File: src/rtl/i2cmem_pkg.sv
package i2cmem_pkg;

  localparam int BYTE_W = 8;
  localparam int PTR_W  = 16;

  typedef enum logic [3:0] {
    ST_IDLE,
    ST_DEV,
    ST_DEV_END,
    ST_DEV_ACK,
    ST_WR,
    ST_WR_END,
    ST_WR_ACK,
    ST_RD,
    ST_RD_MACK,
    ST_RD_LOAD
  } eng_state_e;

endpackage

File: src/rtl/i2cmem_rstsync.sv
module i2cmem_rstsync #(
  parameter int STAGES = 2
) (
  input  logic clk,
  input  logic rst_n_async,
  output logic rst_n_sync
);

  logic [STAGES-1:0] rq;

  always_ff @(posedge clk or negedge rst_n_async) begin
    if (!rst_n_async) begin
      rq <= '0;
    end else begin
      rq <= {rq[STAGES-2:0], 1'b1};
    end
  end

  assign rst_n_sync = rq[STAGES-1];

endmodule

File: src/rtl/i2cmem_busmon.sv
module i2cmem_busmon #(
  parameter int STAGES = 2
) (
  input  logic clk,
  input  logic rst_n,
  input  logic scl_i,
  input  logic sda_i,
  output logic scl_s,
  output logic sda_s,
  output logic scl_rise,
  output logic scl_fall,
  output logic start_det,
  output logic stop_det
);

  logic [STAGES-1:0] scl_q;
  logic [STAGES-1:0] sda_q;
  logic              scl_d;
  logic              sda_d;

  // bus idles high, so the sampling chain resets to ones
  always_ff @(posedge clk or negedge rst_n) begin
    if (!rst_n) begin
      scl_q <= '1;
      sda_q <= '1;
      scl_d <= 1'b1;
      sda_d <= 1'b1;
    end else begin
      scl_q <= {scl_q[STAGES-2:0], scl_i};
      sda_q <= {sda_q[STAGES-2:0], sda_i};
      scl_d <= scl_q[STAGES-1];
      sda_d <= sda_q[STAGES-1];
    end
  end

  assign scl_s     = scl_q[STAGES-1];
  assign sda_s     = sda_q[STAGES-1];
  assign scl_rise  = scl_s & ~scl_d;
  assign scl_fall  = ~scl_s & scl_d;
  // data edges count as conditions only while clock held high on both samples
  assign start_det = scl_s & scl_d & sda_d & ~sda_s;
  assign stop_det  = scl_s & scl_d & ~sda_d & sda_s;

endmodule

File: src/rtl/i2cmem_store.sv
module i2cmem_store
  import i2cmem_pkg::*;
#(
  parameter int DEPTH = 256
) (
  input  logic              clk,
  input  logic              we,
  input  logic [PTR_W-1:0]  waddr,
  input  logic [BYTE_W-1:0] wdata,
  input  logic [PTR_W-1:0]  raddr,
  output logic [BYTE_W-1:0] rdata
);

  localparam int AW = (DEPTH > 1) ? $clog2(DEPTH) : 1;

  logic [BYTE_W-1:0] mem [DEPTH];

  always_ff @(posedge clk) begin
    if (we) begin
      mem[waddr[AW-1:0]] <= wdata;
    end
  end

  assign rdata = mem[raddr[AW-1:0]];

  generate
    if (AW < PTR_W) begin : g_alias
      // upper pointer bits alias onto the smaller array
      logic unused_hi;
      assign unused_hi = ^{waddr[PTR_W-1:AW], raddr[PTR_W-1:AW]};
    end
  endgenerate

endmodule

File: src/rtl/i2cmem_engine.sv
module i2cmem_engine
  import i2cmem_pkg::*;
#(
  parameter int                STRAP_W    = 2,
  parameter logic [6-STRAP_W:0] DEV_PREFIX = 5'b10100
) (
  input  logic               clk,
  input  logic               rst_n,
  input  logic               scl_rise,
  input  logic               scl_fall,
  input  logic               start_det,
  input  logic               stop_det,
  input  logic               sda_s,
  input  logic [STRAP_W-1:0] strap_i,
  input  logic [BYTE_W-1:0]  rdata,
  output logic               sda_oe,
  output logic               we,
  output logic [PTR_W-1:0]   waddr,
  output logic [BYTE_W-1:0]  wdata,
  output logic [PTR_W-1:0]   raddr,
  output eng_state_e         state
);

  localparam int CNT_W = $clog2(BYTE_W);
  localparam logic [CNT_W-1:0] LAST_BIT = CNT_W'(BYTE_W - 1);

  eng_state_e        st_q,   st_n;
  logic [CNT_W-1:0]  cnt_q,  cnt_n;
  logic [BYTE_W-1:0] shr_q,  shr_n;
  logic [BYTE_W-1:0] txd_q,  txd_n;
  logic [PTR_W-1:0]  ptr_q,  ptr_n;
  logic [1:0]        widx_q, widx_n;
  logic              rw_q,   rw_n;
  logic              oe_q,   oe_n;
  logic              we_c;

  always_comb begin
    st_n   = st_q;
    cnt_n  = cnt_q;
    shr_n  = shr_q;
    txd_n  = txd_q;
    ptr_n  = ptr_q;
    widx_n = widx_q;
    rw_n   = rw_q;
    oe_n   = oe_q;
    we_c   = 1'b0;
    if (stop_det) begin
      st_n = ST_IDLE;
      oe_n = 1'b0;
    end else if (start_det) begin
      st_n   = ST_DEV;
      cnt_n  = '0;
      oe_n   = 1'b0;
      widx_n = 2'd0;
    end else begin
      case (st_q)
        ST_IDLE: ;
        ST_DEV: begin
          if (scl_rise) begin
            shr_n = {shr_q[BYTE_W-2:0], sda_s};
            cnt_n = cnt_q + 1'b1;
            if (cnt_q == LAST_BIT) st_n = ST_DEV_END;
          end
        end
        ST_DEV_END: begin
          if (scl_fall) begin
            if (shr_q[BYTE_W-1:1] == {DEV_PREFIX, strap_i}) begin
              oe_n = 1'b1;
              rw_n = shr_q[0];
              st_n = ST_DEV_ACK;
            end else begin
              st_n = ST_IDLE;
            end
          end
        end
        ST_DEV_ACK: begin
          if (scl_fall) begin
            cnt_n = '0;
            if (rw_q) begin
              txd_n = rdata;
              oe_n  = ~rdata[BYTE_W-1];
              st_n  = ST_RD;
            end else begin
              oe_n = 1'b0;
              st_n = ST_WR;
            end
          end
        end
        ST_WR: begin
          if (scl_rise) begin
            shr_n = {shr_q[BYTE_W-2:0], sda_s};
            cnt_n = cnt_q + 1'b1;
            if (cnt_q == LAST_BIT) st_n = ST_WR_END;
          end
        end
        ST_WR_END: begin
          if (scl_fall) begin
            oe_n = 1'b1;
            st_n = ST_WR_ACK;
            case (widx_q)
              2'd0: begin
                ptr_n[PTR_W-1:BYTE_W] = shr_q;
                widx_n = 2'd1;
              end
              2'd1: begin
                ptr_n[BYTE_W-1:0] = shr_q;
                widx_n = 2'd2;
              end
              default: begin
                we_c  = 1'b1;
                ptr_n = ptr_q + 1'b1;
              end
            endcase
          end
        end
        ST_WR_ACK: begin
          if (scl_fall) begin
            oe_n  = 1'b0;
            cnt_n = '0;
            st_n  = ST_WR;
          end
        end
        ST_RD: begin
          if (scl_fall) begin
            if (cnt_q == LAST_BIT) begin
              oe_n  = 1'b0;
              ptr_n = ptr_q + 1'b1;
              st_n  = ST_RD_MACK;
            end else begin
              cnt_n = cnt_q + 1'b1;
              txd_n = {txd_q[BYTE_W-2:0], 1'b0};
              oe_n  = ~txd_q[BYTE_W-2];
            end
          end
        end
        ST_RD_MACK: begin
          if (scl_rise) begin
            st_n = sda_s ? ST_IDLE : ST_RD_LOAD;
          end
        end
        ST_RD_LOAD: begin
          if (scl_fall) begin
            txd_n = rdata;
            oe_n  = ~rdata[BYTE_W-1];
            cnt_n = '0;
            st_n  = ST_RD;
          end
        end
        default: st_n = ST_IDLE;
      endcase
    end
  end

  always_ff @(posedge clk or negedge rst_n) begin
    if (!rst_n) begin
      st_q   <= ST_IDLE;
      cnt_q  <= '0;
      shr_q  <= '0;
      txd_q  <= '0;
      ptr_q  <= '0;
      widx_q <= 2'd0;
      rw_q   <= 1'b0;
      oe_q   <= 1'b0;
    end else begin
      st_q   <= st_n;
      cnt_q  <= cnt_n;
      shr_q  <= shr_n;
      txd_q  <= txd_n;
      ptr_q  <= ptr_n;
      widx_q <= widx_n;
      rw_q   <= rw_n;
      oe_q   <= oe_n;
    end
  end

  assign sda_oe = oe_q;
  assign we     = we_c;
  assign waddr  = ptr_q;
  assign wdata  = shr_q;
  assign raddr  = ptr_q;
  assign state  = st_q;

endmodule

File: src/rtl/i2c_serial_mem.sv
module i2c_serial_mem
  import i2cmem_pkg::*;
#(
  parameter int                 DEPTH      = 256,
  parameter int                 SYNC_STG   = 2,
  parameter int                 STRAP_W    = 2,
  parameter logic [6-STRAP_W:0] DEV_PREFIX = 5'b10100
) (
  input  logic               clk,
  input  logic               rst_n,
  input  logic               scl_i,
  input  logic               sda_i,
  input  logic [STRAP_W-1:0] strap_i,
  output logic               sda_oe
);

  logic              rst_ns;
  logic              scl_s;
  logic              sda_s;
  logic              scl_rise;
  logic              scl_fall;
  logic              start_det;
  logic              stop_det;
  logic              mem_we;
  logic [PTR_W-1:0]  mem_waddr;
  logic [PTR_W-1:0]  mem_raddr;
  logic [BYTE_W-1:0] mem_wdata;
  logic [BYTE_W-1:0] mem_rdata;
  eng_state_e        eng_state;

  i2cmem_rstsync #(.STAGES(SYNC_STG)) u_rst (
    .clk         (clk),
    .rst_n_async (rst_n),
    .rst_n_sync  (rst_ns)
  );

  i2cmem_busmon #(.STAGES(SYNC_STG)) u_mon (
    .clk       (clk),
    .rst_n     (rst_ns),
    .scl_i     (scl_i),
    .sda_i     (sda_i),
    .scl_s     (scl_s),
    .sda_s     (sda_s),
    .scl_rise  (scl_rise),
    .scl_fall  (scl_fall),
    .start_det (start_det),
    .stop_det  (stop_det)
  );

  i2cmem_engine #(
    .STRAP_W    (STRAP_W),
    .DEV_PREFIX (DEV_PREFIX)
  ) u_eng (
    .clk       (clk),
    .rst_n     (rst_ns),
    .scl_rise  (scl_rise),
    .scl_fall  (scl_fall),
    .start_det (start_det),
    .stop_det  (stop_det),
    .sda_s     (sda_s),
    .strap_i   (strap_i),
    .rdata     (mem_rdata),
    .sda_oe    (sda_oe),
    .we        (mem_we),
    .waddr     (mem_waddr),
    .wdata     (mem_wdata),
    .raddr     (mem_raddr),
    .state     (eng_state)
  );

  i2cmem_store #(.DEPTH(DEPTH)) u_mem (
    .clk   (clk),
    .we    (mem_we),
    .waddr (mem_waddr),
    .wdata (mem_wdata),
    .raddr (mem_raddr),
    .rdata (mem_rdata)
  );

endmodule

File: config.mk
export PLATFORM = sky130hd
export DESIGN_NAME = i2c_serial_mem
export DESIGN_NICKNAME = d
export VERILOG_FILES = /design/src/rtl/i2cmem_pkg.sv /design/src/rtl/i2cmem_rstsync.sv /design/src/rtl/i2cmem_busmon.sv /design/src/rtl/i2cmem_store.sv /design/src/rtl/i2cmem_engine.sv /design/src/rtl/i2c_serial_mem.sv
export SDC_FILE = /design/constraint.sdc
export NUM_CORES = 2
export LEC_CHECK = 0
export ABC_AREA = 1
export BUFFER_PORTS_ARGS = -buffer_cell sky130_fd_sc_hd__buf_2
export CAP_MARGIN = 10
export CORE_MARGIN = 2
export CORE_UTILIZATION = 45
export CTS_CLUSTER_SIZE = 24
export DETAILED_ROUTE_END_ITERATION = 8
export HOLD_SLACK_MARGIN = 0.12
export PLACE_DENSITY = 0.56
export SLEW_MARGIN = 25
export SYNTH_ARGS = -nofsm -noshare
export SYNTH_HDL_FRONTEND = slang
export SYNTH_SLANG_ARGS = --single-unit
File: constraint.sdc
create_clock -name clk -period 1.85 [get_ports clk]
set_clock_uncertainty 0.05 [all_clocks]
set_input_delay 0.0925 -clock clk [delete_from_list [all_inputs] [get_ports clk]]
set_output_delay 0.0925 -clock clk [all_outputs]
set_load 0.005 [all_outputs]
# Yosys cells after proc, flatten, opt, wreduce, memory -nomap -nowiden
# Memory sizes are Yosys's and may differ from the RTL's.
# Cells that the tools add are included.
dict set report totals {
  regBits 50
  ram_bits 2048
  input_bits 6
  n_memories 1
}
# name words word_bits rd rd_clocked_by_memory_dff wr line
set mem_list {}
lappend mem_list {u_mem.mem 256 8 1 0 1 i2cmem_store.sv:16} ;# logic [BYTE_W-1:0] mem [DEPTH];
dict set report op_classes {
  add_sub_neg 2
  n_eq_ne 39
  muxes 59
  n_bitwise 15
  reduce_logical 21
}
# operator n
set op_table {}
lappend op_table {{$mux 4} 15}
lappend op_table {{$mux 16} 3}
lappend op_table {{$pmux 4 s10} 1}
lappend op_table {{$ne 4x4->1 const B} 9}
lappend op_table {{$mux 7} 5}
lappend op_table {{$pmux 16 s2} 1}
lappend op_table {{$pmux 8 s2} 2}
lappend op_table {{$pmux 7 s3} 1}
lappend op_table {{$mux 1} 18}
lappend op_table {{$add 16x1->16 const B} 1}
lappend op_table {{$eq 4x3->1 const B} 4}
lappend op_table {{$ne 4x3->1 const B} 4}
lappend op_table {{$reduce_and 8->1} 2}
lappend op_table {{$mux 3} 5}
lappend op_table {{$ne 2x2->1 const B} 7}
lappend op_table {{$reduce_and 7->1} 2}
lappend op_table {{$reduce_and 13->1} 1}
lappend op_table {{$mux 2} 5}
lappend op_table {{$ne 3x3->1 const B} 3}
lappend op_table {{$pmux 3 s3} 1}
lappend op_table {{$eq 4x2->1 const B} 2}
lappend op_table {{$eq 4x4->1 const B} 2}
lappend op_table {{$not 1->1} 8}
lappend op_table {{$reduce_and 4->1} 2}
lappend op_table {{20 further kinds} 32}

# Logic depth before layout (Yosys ltp)
dict set report depth {
  ltp_word 9
  depth_mapped 20
  ltp_nobuf 17
}

# Hierarchy
# Synthesis repeated with hierarchy kept, for this count alone.
dict set report hier_totals {
  cells_unflattened 7465
  area_unflattened_um2 86598.1
}
# mod n_inst cells_per_inst area_per_inst_um2 seq_area_each_um2
set modules_own_cells {}
lappend modules_own_cells {i2cmem_store 1 6995 83236.1 61499.0}
lappend modules_own_cells {i2cmem_engine 1 450 3109.2 1051.0}
lappend modules_own_cells {i2cmem_busmon 1 17 198.9 157.7}
lappend modules_own_cells {i2cmem_rstsync 1 3 53.8 50.0}

# Worst setup path before layout
# OpenSTA, ideal clock, no wires.
dict set report synth_timing {
  path_kind {reg2reg}
  start {reg u_eng.shr_q[2], in the netlist u_eng.wdata[2]}
  end {reg u_eng.st_q[1], in the netlist u_eng.state[1]}
  setup_time_ns 0.131
  arrival_ns 4.411
  required_time_ns 1.669
  path_slack_ns -2.742
  stages_incl_launch_ff 8
  path_buffers 0
  period_less_slack_ns 4.592
  path_cell_list {dfrtp_1 -> inv_1 -> nor2_1 -> nor4_1 -> nand3_1 -> o21ai_0 -> o2111ai_1 -> o21ai_0}
}
dict set report synth_via {
  elab_chain_len 6
}
# item line
set synth_lines {}
lappend synth_lines {{start: declaration} i2cmem_engine.sv:29} ;# logic [BYTE_W-1:0] shr_q, shr_n;
lappend synth_lines {{start signal: assignment} i2cmem_engine.sv:167} ;# shr_q <= shr_n;
lappend synth_lines {{$eq 7x7->1} i2cmem_engine.sv:67} ;# if (shr_q[BYTE_W-1:1] == {DEV_PREFIX, strap_i}) begin
lappend synth_lines {{$mux 2} i2cmem_engine.sv:67}
lappend synth_lines {{$mux 4} i2cmem_engine.sv:66} ;# if (scl_fall) begin
lappend synth_lines {{$pmux 4 s10} i2cmem_engine.sv:56} ;# case (st_q)
lappend synth_lines {{$mux 4} i2cmem_engine.sv:50} ;# end else if (start_det) begin
lappend synth_lines {{$mux 4} i2cmem_engine.sv:47} ;# if (stop_det) begin
lappend synth_lines {{end signal: assignment} i2cmem_engine.sv:165} ;# st_q <= st_n;
lappend synth_lines {{end: declaration} i2cmem_engine.sv:27} ;# eng_state_e st_q, st_n;
# Every way passes these cells. The select of a mux whose other input is x is not followed.
# A chain may end at the register's enable or synchronous reset.

# Worst setup path in the final report
dict set report layout_timing {
  start {reg u_eng.ptr_q[0], in the netlist u_eng.raddr[0]}
  end {reg u_eng.txd_q[6]}
}
dict set report layout_via {
  elab_chain_len 4
  word_cells_on_any_way 5
  cone_classes {mux (4); memory (1)}
}
# item line
set layout_lines {}
lappend layout_lines {{start: declaration} i2cmem_engine.sv:31} ;# logic [PTR_W-1:0] ptr_q, ptr_n;
lappend layout_lines {{start signal: assignment} i2cmem_engine.sv:169} ;# ptr_q <= ptr_n;
lappend layout_lines {{$mem_v2 256x8 (*)} n/a}
lappend layout_lines {{$mux 7} i2cmem_engine.sv:79} ;# if (rw_q) begin
lappend layout_lines {{$mux 7} i2cmem_engine.sv:77} ;# if (scl_fall) begin
lappend layout_lines {{$pmux 7 s3 (*)} i2cmem_engine.sv:56}
lappend layout_lines {{end signal: assignment} i2cmem_engine.sv:168} ;# txd_q <= txd_n;
lappend layout_lines {{end: declaration} i2cmem_engine.sv:30} ;# logic [BYTE_W-1:0] txd_q, txd_n;
# Every way passes the cells marked *; elsewhere a longest branch is shown, timed or not. The select of a mux whose other input is x is not followed.

==> metrics <==
status=complete, but fails checks; failing checks=negative setup slack; FFs w/ async S/R, synth=0.0201; Synth Area in Compound Gates=0.0777; Final HPWL DP=162 mm; Initial Utilization=0.454; Synth Instances=7557; clk buf depth=3; XOR/XNOR share of the synthesized area=0.000205; Initial DRC Count=6952; Avg Inst Size Synth=11.3 um2; Fill cells=15591; Min Hold Slack=0.195 ns; Reg2Reg Capture Point=u_eng.txd_q[6]$_DFFE_PN0P_; fin. max-slew vios=0; Comb pwr share=0.100; r2r setup slk=-0.96 ns; most common cell after layout, fill and taps aside=edfxtp_1; Post-Route WL=261 mm; Design Power=109 mW; Final GP Congestion=0.895; Total Nets Final=8402; Top Ports=7; synthesis-to-finish area growth=25.1%; Post-Layout Cell Count=11065; CP max FO=16; Worst EP arrival=3.51 ns; Post-Synth Simple-Gate Area=0.158; commonest cells after routing, fill and taps aside=2048 x edfxtp_1, 1674 x nor2_1, 1474 x nand2_1, 904 x o21ai_0, 680 x buf_4; die area=0.194 mm2; Die W=440 um; CTS H-tree depth=4; first-pass GRT wire length=381 mm; initial antenna violation count=5; FP Rows=159; Leakage=39.6 nW; Tot GR Track Use=0.265; Finished Cell Area=0.107 mm2; Unique masters post-synth=38; DRC viols=0; sequential cell fraction of total power=0.505; Final setup viols=2143; clk sinks=2090; Clock Pin Slew Worst Setup and Hold Paths=0.06 ns; First-pass DRT Iterations=6; r2r worst-path depth=16; VDD IR max=1.13 mV; Final Worst Setup Slack=-0.957 ns; root buffer cell=clkbuf_16; Core Region=0.188 mm2; largest family of logic cells by synthesized area=simple AND/OR/NAND/NOR gates; clock share of power=0.395; post-synthesis sequential area ratio=0.732; RSZ-0062 raised after global routing=yes; Period Utilization, post-route=1.52; TritonCTS Buffers=215; adder-cell share of the synthesized area=0.000878; fin util=0.568; max-cap violation count=0; Syn Nets=7569; RR Startpoint=u_eng.raddr[0]$_DFFE_PN0P_; Slew @ Worst Pin=0.978 ns; largest net degree at the start of global routing=142; synthesized flop and latch total=2090; final hold violation count=0; Top FF cell, synth=edfxtp_1; share of layout cells above drive strength 1=0.201; Placed Instances=10588; Mapped Area=0.0855 mm2; Sw Share=0.244; clk_lat worst skew=0.87 ns; Final TNS setup=-1160.13 ns; vias in the first global route=58325; Die Y=440 um; CTS tree=yes; number of nets with antenna violations after routing=0; DR WL/cell=23.6 um; vias post-DR=60431; Final min period=2.81 ns; Setup WS pre-CTS=-1.20 ns; port bufs=6; Via density=5.46; Slew headroom=0.348; Post-synth EDFFs=2048; Internal=82.3 mW; Net Sw Power=26.6 mW; Setup crit end kind=flip-flop; post-placement cell area=0.0965 mm2; CP Class=reg -> reg; fmax=0.356 GHz; Power Density=1020 mW/mm2; worst hold path type=reg -> async; share of synthesized area spent on multiplexers=0.000132; gr ovfl total=0; number of synthesis warnings=0; CP startpoint kind=flip-flop; Critical Path RT=2.56 ns
[logic make-up (layout without fill, tap and decap cells)]
family                   count (synthesis)  count (layout)
other                                    1               2
adder cells (fa/ha/maj)                  6               6
buffers and inverters                  625            1637
AND/OR/NAND/NOR                       3538            3538
AO/OA/AOI/OAI                         1294            1294
XOR/XNOR                                 2               2
flip-flops                            2090            2090
multiplexers                             1               1
[registers in the layout, summed over array words and instances, names as in the netlist]
signal / count
u_mon.sda_d: 1
u_eng.cnt_q: 3
u_eng.rw_q: 1
u_eng.wdata: 8
u_mon.scl_q: 2
u_mem.mem: 2048
u_eng.widx_q: 2
u_eng.raddr: 8
u_eng.state: 4
u_mon.scl_d: 1
u_eng.txd_q: 7
u_rst.rq: 2
u_mon.sda_q: 2
u_eng.sda_oe: 1
[power by group through the flow]
stage	logic [mW]	clock network [mW]	registers (mW)
2_1_floorplan	2.99	0	57.5
3_3_place_gp	9.97	0	56.0
6_report	10.9	43.0	55.0
3_5_place_dp	10.1	0	56.0
5_1_grt	11.7	45.3	55.0
4_1_cts	10.5	43.5	55.0
[final cells by class]
class,count,area [um2],share of cell area
antenna,1,2.50,0.0000234
clock buffer,259,5560,0.0519
clock inverter,137,1390,0.0130
inverter,194,776,0.00725
multi-input combinational,4842,22000,0.206
sequential,2090,62600,0.585
tap,2495,3120,0.0292
timing repair buffer,1045,11500,0.108
timing repair inverter,2,25.0,0.000234
[worst max-delay path: stages, from the launching register on]
cell,delay (ns)
dfrtp_4,0.57
buf_12,0.16
inv_12,0.05
buf_4,0.20
buf_4,0.19
o21ai_0,0.24
o21ai_1,0.14
nand2_1,0.10
nand2_1,0.11
o21ai_1,0.26
nand3_2,0.17
nand2_1,0.10
nand2_1,0.08
nor2_1,0.10
nand2_1,0.06
nand2_1,0.05
nand2_1,0.04
[synth_stat cells, types with 2 or more instances]
| master | number | area share |
|---|---|---|
| inv_2 | 3 | 0.00013 |
| buf_1 | 40 | 0.0018 |
| dfrtp_1 | 36 | 0.011 |
| o2111ai_1 | 3 | 0.00031 |
| nor4_1 | 3 | 0.00022 |
| dfstp_2 | 6 | 0.0018 |
| o211ai_1 | 4 | 0.00035 |
| ha_1 | 6 | 0.00088 |
| xor2_1 | 2 | 0.00020 |
| a22oi_1 | 3 | 0.00026 |
| nand3_1 | 64 | 0.0037 |
| nand2_1 | 1543 | 0.068 |
| o21ai_0 | 972 | 0.057 |
| a21oi_1 | 9 | 0.00053 |
| clkbuf_1 | 207 | 0.0091 |
| o31ai_1 | 2 | 0.00018 |
| nor2_1 | 1874 | 0.082 |
| buf_2 | 150 | 0.0088 |
| buf_4 | 22 | 0.0019 |
| nor3_1 | 10 | 0.00059 |
| edfxtp_1 | 2048 | 0.72 |
| buf_6 | 12 | 0.0016 |
| o21ai_1 | 208 | 0.012 |
| o22ai_1 | 86 | 0.0063 |
| clkinv_1 | 10 | 0.00044 |
| nand4_1 | 42 | 0.0031 |
| inv_1 | 181 | 0.0079 |
[worst max-delay path by stage]
stage	from	endpoint	slack [ns]	depth (start not counted)
after global placement	u_eng.raddr[0]$_DFFE_PN0P_	u_eng.sda_oe$_DFFE_PN0P_	-1.21	18
after detailed placement	u_eng.raddr[0]$_DFFE_PN0P_	u_eng.sda_oe$_DFFE_PN0P_	-1.20	18
after CTS	u_eng.raddr[0]$_DFFE_PN0P_	u_eng.txd_q[6]$_DFFE_PN0P_	-0.87	18
after global routing	u_eng.raddr[0]$_DFFE_PN0P_	u_eng.txd_q[6]$_DFFE_PN0P_	-1.05	20
final	u_eng.raddr[0]$_DFFE_PN0P_	u_eng.txd_q[6]$_DFFE_PN0P_	-0.96	16
after floorplan	u_eng.raddr[1]$_DFFE_PN0P_	u_mem.mem[201][0]$_DFFE_PP_	-0.79	11
[metal layers]
metal	vias up	GRT usage	share of wire
li1	27743	-	-
met1	29836	0.378	0.43
met2	2441	0.423	0.46
met3	407	0.0351	0.071
met4	4	0.0852	0.033
met5	-	0	0.00010
[timing repair]
item	CTS	global route
pin swaps	42	84
gates cloned	16	12
buffers inserted	34	24
resized for setup	291	390
hold endpoints to repair	8	0
endpoints found under the setup margin	2143	2149
hold buffers	9	0
No activity file was read; power rests on OpenSTA's default activity.
